--- config.mk ---
export PLATFORM = sky130hd
export DESIGN_NAME = ecc_word_ram
export DESIGN_NICKNAME = d
export VERILOG_FILES = /design/src/rtl/ecc_word_ram.sv
export SDC_FILE = /design/constraint.sdc
export NUM_CORES = 1
export LEC_CHECK = 0
export ABC_AREA = 1
export BUFFER_PORTS_ARGS = -buffer_cell sky130_fd_sc_hd__buf_4
export CORE_MARGIN = 3
export CORE_UTILIZATION = 64
export DETAILED_ROUTE_END_ITERATION = 10
export PLACE_DENSITY_LB_ADDON = 0.12
export SYNTH_ARGS = -nofsm -noshare
export SYNTH_HDL_FRONTEND = slang
export SYNTH_SLANG_ARGS = --single-unit
--- constraint.sdc ---
create_clock -name clk -period 5.15 [get_ports clk]
set_clock_uncertainty 0.1 [all_clocks]
set_input_delay 1.03 -clock clk [delete_from_list [all_inputs] [get_ports clk]]
set_output_delay 1.03 -clock clk [all_outputs]
set_load 0.005 [all_outputs]
--- src/rtl/ecc_word_ram.sv ---
module ecc_word_ram #(
  parameter int ADDR_W = 4,
  parameter int DATA_W = 32
) (
  input  logic              clk,
  input  logic              cold_rst_n,
  input  logic              warm_rst_n,
  input  logic [ADDR_W-1:0] mem_addr,
  input  logic [DATA_W-1:0] mem_wdata,
  input  logic              mem_we,
  input  logic              mem_re,
  output logic [DATA_W-1:0] mem_rdata,
  input  logic              csr_we,
  input  logic [31:0]       csr_wdata,
  output logic [31:0]       csr_rdata,
  output logic              irq_corr,
  output logic              irq_uncorr
);

  function automatic int hbits(input int d);
    int h;
    h = 1;
    while ((1 << h) < d + h + 1) h++;
    return h;
  endfunction

  localparam int H     = hbits(DATA_W);
  localparam int CW    = DATA_W + H + 1;
  localparam int DEPTH = 1 << ADDR_W;

  function automatic logic [CW-1:0] encode(input logic [DATA_W-1:0] d);
    logic [CW-1:0] c;
    logic x;
    int k;
    c = '0;
    k = 0;
    for (int i = 1; i < CW; i++)
      if ((i & (i - 1)) != 0) begin
        c[i] = d[k];
        k++;
      end
    for (int p = 0; p < H; p++) begin
      x = 1'b0;
      for (int i = 1; i < CW; i++)
        if (((i >> p) & 1) != 0) x ^= c[i];
      c[1 << p] = x;
    end
    c[0] = ^c[CW-1:1];
    return c;
  endfunction

  function automatic logic [DATA_W-1:0] extract(input logic [CW-1:0] c);
    logic [DATA_W-1:0] d;
    int k;
    d = '0;
    k = 0;
    for (int i = 1; i < CW; i++)
      if ((i & (i - 1)) != 0) begin
        d[k] = c[i];
        k++;
      end
    return d;
  endfunction

  logic          ctl_en, ctl_is, ctl_id, st_corr, st_unc;
  logic          pend_s, pend_d;
  logic          rd_vld;
  logic [CW-1:0] rd_cw, fixed_cw, wr_cw, flip;
  logic [H-1:0]  syn;
  logic          par_odd, err_single, err_double;
  logic          set_corr, set_unc, arm_s, arm_d;
  logic          rst_any;

  logic [CW-1:0] mem [DEPTH];

  assign rst_any = cold_rst_n & warm_rst_n;

  // write path with one-shot corruption
  always_comb begin
    flip    = '0;
    flip[0] = pend_s | pend_d;
    flip[1] = pend_d;
  end
  assign wr_cw = encode(mem_wdata) ^ flip;

  always_ff @(posedge clk)
    if (mem_we) mem[mem_addr] <= wr_cw;

  always_ff @(posedge clk)
    if (mem_re) rd_cw <= mem[mem_addr];

  always_ff @(posedge clk or negedge rst_any)
    if (!rst_any) rd_vld <= 1'b0;
    else          rd_vld <= mem_re;

  // syndrome and correction
  always_comb begin
    syn = '0;
    for (int p = 0; p < H; p++)
      for (int i = 1; i < CW; i++)
        if (((i >> p) & 1) != 0) syn[p] = syn[p] ^ rd_cw[i];
    par_odd    = ^rd_cw;
    err_single = par_odd && (int'(syn) < CW);
    err_double = (!par_odd && syn != '0) || (par_odd && int'(syn) >= CW);
    fixed_cw   = rd_cw;
    if (ctl_en && err_single) fixed_cw[syn] = ~rd_cw[syn];
  end

  assign mem_rdata = extract(fixed_cw);

  // control and status word
  assign set_corr = rd_vld & ctl_en & err_single;
  assign set_unc  = rd_vld & ctl_en & err_double;
  assign arm_s    = csr_we & csr_wdata[1] & ~ctl_is;
  assign arm_d    = csr_we & csr_wdata[2] & ~ctl_id;

  always_ff @(posedge clk or negedge cold_rst_n)
    if (!cold_rst_n) begin
      ctl_en  <= 1'b0;
      ctl_is  <= 1'b0;
      ctl_id  <= 1'b0;
      st_corr <= 1'b0;
      st_unc  <= 1'b0;
      pend_s  <= 1'b0;
      pend_d  <= 1'b0;
    end else begin
      if (csr_we) begin
        ctl_en <= csr_wdata[0];
        ctl_is <= csr_wdata[1];
        ctl_id <= csr_wdata[2];
      end
      if (arm_s)       pend_s <= 1'b1;
      else if (mem_we) pend_s <= 1'b0;
      if (arm_d)       pend_d <= 1'b1;
      else if (mem_we) pend_d <= 1'b0;
      st_corr <= set_corr | (st_corr & ~(csr_we & csr_wdata[3]));
      st_unc  <= set_unc  | (st_unc  & ~(csr_we & csr_wdata[4]));
    end

  assign csr_rdata  = {27'd0, st_unc, st_corr, ctl_id, ctl_is, ctl_en};
  assign irq_corr   = st_corr;
  assign irq_uncorr = st_unc;

  assert_corr_sticky_R7: assert property (@(posedge clk) disable iff (!cold_rst_n)
    (st_corr && !(csr_we && csr_wdata[3])) |=> st_corr);

  assert_unc_sticky_R7: assert property (@(posedge clk) disable iff (!cold_rst_n)
    (st_unc && !(csr_we && csr_wdata[4])) |=> st_unc);

  assert_corr_set_wins_R8: assert property (@(posedge clk) disable iff (!cold_rst_n)
    (rd_vld && ctl_en && err_single) |=> irq_corr);

  assert_unc_set_R6: assert property (@(posedge clk) disable iff (!cold_rst_n)
    (rd_vld && ctl_en && err_double) |=> irq_uncorr);

  assert_pending_one_shot_R5: assert property (@(posedge clk) disable iff (!cold_rst_n)
    (pend_s && mem_we && !csr_we) |=> !pend_s);

  assert_no_flag_when_off_R9: assert property (@(posedge clk) disable iff (!cold_rst_n)
    (!ctl_en && !st_corr && !st_unc) |=> (!st_corr && !st_unc));

endmodule

; ---- After elaboration in Yosys (flattened, before gate mapping)
; Memories as Yosys holds them, arrays and structs flattened. A register that Yosys moved wholly into a read port is not among the register bits.
; Cells that the tools add are included.
[word_totals]
regBits = 8
mem_bits_rw = 624
input_bits = 74
out_inout_bits = 66
elab_cells = 231
n_memories = 1
[memory_table]
columns = memory, depth, word_bits, rd, rd_ports_with_merged_regs, wr, line
row1 = mem, 16, 39, 1, 1, 1, 74  ; logic [CW-1:0] mem [DEPTH];
[op_classes]
order_cmp = 4
mux = 11
n_bitwise = 195
n_reduce_logical = 12
[op_table]
columns = operator, n
row1 = 1-bit bitwise XOR, 174
row2 = 39-bit bitwise mux, 1
row3 = 39-bit two-way mux, 1
row4 = 39-bit parity, 1
row5 = 39-bit by 2-bit bitwise XOR with 39-bit output, 1
row6 = 38-bit parity, 1
row7 = 1-bit AND, 12
row8 = "6-bit by 7-bit less-than comparator with 1-bit output, second input constant", 1
row9 = 1-bit two-way mux, 7
row10 = 1-bit binary-select mux with 6-bit select, 1
row11 = 1-bit demux with 6-bit select, 1
row12 = "6-bit by 1-bit greater-or-equal comparator with 1-bit output, second input constant", 1
row13 = "6-bit greater-or-equal comparator, second input constant", 1
row14 = "6-bit less-than comparator, second input constant", 1
row15 = 6-bit nonzero test, 1
row16 = 1-bit logical AND, 5
row17 = 1-bit NOT, 5
row18 = 2-bit nonzero test, 2
row19 = 1-bit OR, 3
row20 = 1-bit zero test, 1
row21 = 1-bit logical OR, 1

; ---- Longest topological paths before layout
[depth]
word_depth = 24
ltp_mapped = 26

; ---- Least setup slack after synthesis
; Ideal clock, no wire load.
[synth_timing]
path_type = input to register
from = input mem_addr[0]
to = memory mem[13][0] (netlist bit) (enable)
setup_ns = 0.435
t_arrival_ns = 3.611
required_time_ns = 4.615
slack_ns = 1.004
path_stages = 6
cell_sequence = inv_1 nor2_1 clkbuf_1 clkbuf_1 nand2_1 nor2_1
[synth_lines]
columns = element, line
row1 = start: declaration, 8  ; input logic [ADDR_W-1:0] mem_addr,
row2 = end: declaration, 74
; No word-level cell before the write port.

; ---- Worst setup path in the final report
[layout_timing]
from = register rd_cw[19], read port of mem
to = output mem_rdata[14]
[layout_between]
elab_chain_len = 19
word_cells_on_any_way = 47
cone_classes = order compare: 3 / mux: 6 / bitwise: 34 / reduce/logical: 4
[layout_rtl]
columns = element, line
row1 = start: declaration, 68  ; logic [CW-1:0] rd_cw, fixed_cw, wr_cw, flip;
row2 = 1-bit bitwise XOR (13 in series), 101  ; if (((i >> p) & 1) != 0) syn[p] = syn[p] ^ rd_cw[i];
row3 = 6-bit by 7-bit less-than comparator with 1-bit output (not written as such) or 6-bit by 1-bit greater-or-equal comparator with 1-bit output (tied branches), 106  ; if (ctl_en && err_single) fixed_cw[syn] = ~rd_cw[syn];
row4 = 1-bit logical AND (not written as such), 106
row5 = 1-bit two-way mux (not written as such), 106
row6 = 1-bit demux with 6-bit select, 106
row7 = 39-bit bitwise mux, 106
row8 = 39-bit two-way mux *, 106
row9 = end: declaration, 12  ; output logic [DATA_W-1:0] mem_rdata,
; Every way passes the cells marked *; elsewhere a longest branch is shown, timed or not. The select of a mux whose other input is x is not followed.

==> reports/summary.txt <==
Sw Ratio: 0.279
CTS Buf Count: 66
RSZ-0062 raised after global routing: no
GRT met3 Usage: 0.0539
CTS sink count: 671
Clk network pwr share: 0.320
area grow syn2layout: 13.2%
final design utilization: 0.737
outcome: finished, final reports clean
deepest clock path buffer count: 3
largest registers: mem x624, rd_cw x39
Sw Pwr: 3.88 mW
CP delay by family, top: XOR/XNOR gates
HP Class: input pin to async pin
WL final: 69.1 mm
routed via count: 17100
vias in the first global route: 16300
Critical Path, Cell by Cell: inv_1 -> nand2_1 -> nand2_1 -> xor2_1 -> xor2_1 -> xnor2_2 -> nand2_2 -> inv_2 -> nand2_4 -> nor2_4 -> o211ai_4 -> buf_12 -> buf_12 -> nor3_2 -> nor2_1 -> a21oi_2 -> buf_4
cell area after synthesis: 27400 sq um
element type at the critical path end: output port
overall global routing resource usage: 0.306
core area: 42100 sq um
Avg Cell Area, Syn: 14.4 sq um
met2 Resource Use GR: 0.487
crit path kind: flop to output port
CP Data Required Time: 4020 ps
max FFs per register: 624
RePlAce Congestion: 0.926
NumNets Final: 2099
share of flip-flops with an asynchronous set or reset: 0.0119
grt ovf: 0
filler cell count: 2647
CP max FO: 19
Comb pwr share: 0.202
Starting Density: 0.651
post-synthesis register bit count: 671
Levels on crit path: 17
Critical Path Start Type: flop
drt pass-1 iters: 6
DRC Markers: 0
area leader, netlist: edfxtp_1
sequential power share: 0.478
synth unique cells: 38
CTS tree: built
reg2reg setup slack: 2350 ps
share of cells above drive strength 1: 0.157
Port-buffer cells: 85
max-cap check violation count: 0
FF-to-FF End: irq_uncorr
largest cells by area after synthesis: edfxtp_1 73%, a22oi_1 8.5%, a21oi_1 3.5%, nand2_1 2.7%, xnor2_1 1.9%
GR Util met1: 0.435
maximum clock rate: 204 MHz
Max stage delay cell, worst path: edfxtp_1
die area: 45400 sq um
top-area cell type share of the netlist area: 0.726
grt peak-use layer: met2
Worst Setup EP: mem_rdata[14]
worst rel slew slack: 0.318
VDD IR max: 0.426 mV
Reg2Reg Depth: 17
# setup viols final: 0
post-DR vias/cell: 6.55
Pins Over Slew Limit: 0
PwrDens: 448 nW/um^2
Lkg Pwr: 10.6 nW
Data arrival, critical path: 3770 ps
clock slew at reported path FFs: 60 ps
final worst path period share: 0.952
WL/cell: 26.5 um
setup TNS: 0 ps
Root Driver: clkbuf_16
DIE WIDTH: 213 um
Worst-Skew Late Latency: 570 ps
row cnt: 75
number of nets still failing antenna checks after routing: 0
Initial DRC Count: 2048
post-synthesis cell count: 1912
Die Ht: 213 um
initial antenna violation count: 3
Pint: 10.0 mW
Crit. Startpoint: rd_cw[19]
post-detailed-placement half-perimeter wirelength: 40.5 mm
FF-to-FF Start: rd_cw[15]
worst slew pin tran: 1020 ps
Seq/Total Area, Yosys: 0.733
crit-path max cell delay: 510 ps
Fin. Hold Viols: 0
yosys warns: 0
Final min period: 4900 ps
CP Buf/Inv Count: 5
htree depth: 3
Main synth FF type: edfxtp_1
largest net degree at the start of global routing: 98
Post-synth EDFFs: 663
io pins: 140
Biggest register: mem
first-pass GRT wire length: 102 mm
-- metrics by stage --
step / instance area, sq um / setup slack, ps / hold WS [ps] / instances / total power, mW
finish: 31000 / 245 / 161 / 2609 / 13.9
global route: 31000 / 17.9 / 147 / 2608 / 14.4
CTS: 30900 / 24.2 / 141 / 2596 / 13.7
detailed placement: 28900 / 626 / 386 / 2484 / 9.33
global placement: 28900 / 639 / 380 / 2484 / 9.27
floorplan: 27500 / 1000 / 358 / 1938 / 8.49
-- kinds of logic (layout without fill, tap and decap cells) --
logic type,count (synthesis),count (layout),synth area share
multiplexers,1,1,0.000410
buffers and inverters,200,331,0.0329
other,1,28,0.000137
flip-flops,671,671,0.733
AND/OR/NAND/NOR,407,407,0.0727
AO/OA/AOI/OAI,523,523,0.125
XOR/XNOR,109,109,0.0362
-- synth_stat cells (24+ instances only) --
master      n
a22oi_1   312
nand2_1   196
nor3_2     24
a21oi_1   191
buf_4      33
nand3_1    40
or4_1      39
nor2_1     71
xnor2_1    60
xor2_1     44
clkbuf_1   81
inv_1      61
edfxtp_1  663
-- layer usage --
metal	vias to the layer above	part of all wire
met5	-	0
met4	0	0.030
met3	155	0.094
met2	966	0.49
met1	8465	0.39
li1	7505	-
-- layout by cell type (no fill, tap or decap), types with 3 or more instances in the layout --
cell type | netlist | layout
a21oi_1 | 191 | 188
a21oi_2 | 0 | 3
a22oi_1 | 312 | 312
buf_12 | 0 | 14
buf_4 | 33 | 127
bufinv_16 | 0 | 3
clkbuf_1 | 81 | 12
clkbuf_16 | 0 | 68
clkinv_1 | 2 | 17
clkinv_2 | 0 | 9
conb_1 | 1 | 27
dfrtp_1 | 8 | 8
edfxtp_1 | 663 | 663
inv_1 | 61 | 59
inv_2 | 13 | 15
nand2_1 | 196 | 191
nand2_2 | 13 | 13
nand2_4 | 2 | 7
nand3_1 | 40 | 40
nand3b_1 | 6 | 6
nand4_1 | 5 | 5
nor2_1 | 71 | 51
nor2_4 | 3 | 21
nor3_1 | 6 | 6
nor3_2 | 24 | 24
o21ai_0 | 12 | 11
o21ai_1 | 2 | 3
or4_1 | 39 | 39
xnor2_1 | 60 | 58
xnor2_2 | 3 | 5
xor2_1 | 44 | 44
-- worst min-delay path by stage --
| stage | from | endpoint |
|---|---|---|
| final | cold_rst_n | ctl_id |
| after global routing | cold_rst_n | irq_uncorr |
| after CTS | cold_rst_n | ctl_is |
| after detailed placement | ctl_is | pend_s |
| after global placement | ctl_is | pend_s |
| after floorplan | ctl_id | pend_d |
-- what timing repair did --
action                                  4_1_cts  5_1_grt
pin swaps                                     0        3
gates resized for setup                       1       18
setup buffers                                 0       12
endpoints found under the setup margin        1       32
hold buffers                                  0        0
-- worst reg2reg max path: stages (launching register included) --
cell and delay (ps):
edfxtp_1 500, inv_2 130, nand2_1 60, nand2_1 150
nand3_1 110, nand2_2 150, nor2_1 70, nor2_1 130
nand3_1 130, nand2_4 140, nand2_2 90, inv_2 160
nand2_4 120, inv_2 120, nor2_4 60, o21ai_0 220
o31ai_1 120, o21ai_0 150
-- power by group through the flow --
stage	clock [mW]	combinational, mW	sequential, mW
2_1_floorplan	0	1.77	6.71
3_3_place_gp	0	2.53	6.74
3_5_place_dp	0	2.58	6.75
4_1_cts	4.49	2.59	6.64
5_1_grt	4.70	3.07	6.65
6_report	4.45	2.81	6.64
-- cell type report --
type	instances	area [sq um]	area share
sequential	671	20100	0.648
timing repair buffer	143	1260	0.0406
clock inverter	32	235	0.00758
tap	539	674	0.0217
multi-input combinational	1067	6730	0.217
clock buffer	80	1750	0.0563
inverter	76	290	0.00935
antenna	1	2.50	0.0000806
Power figures use the tool's default switching activity.
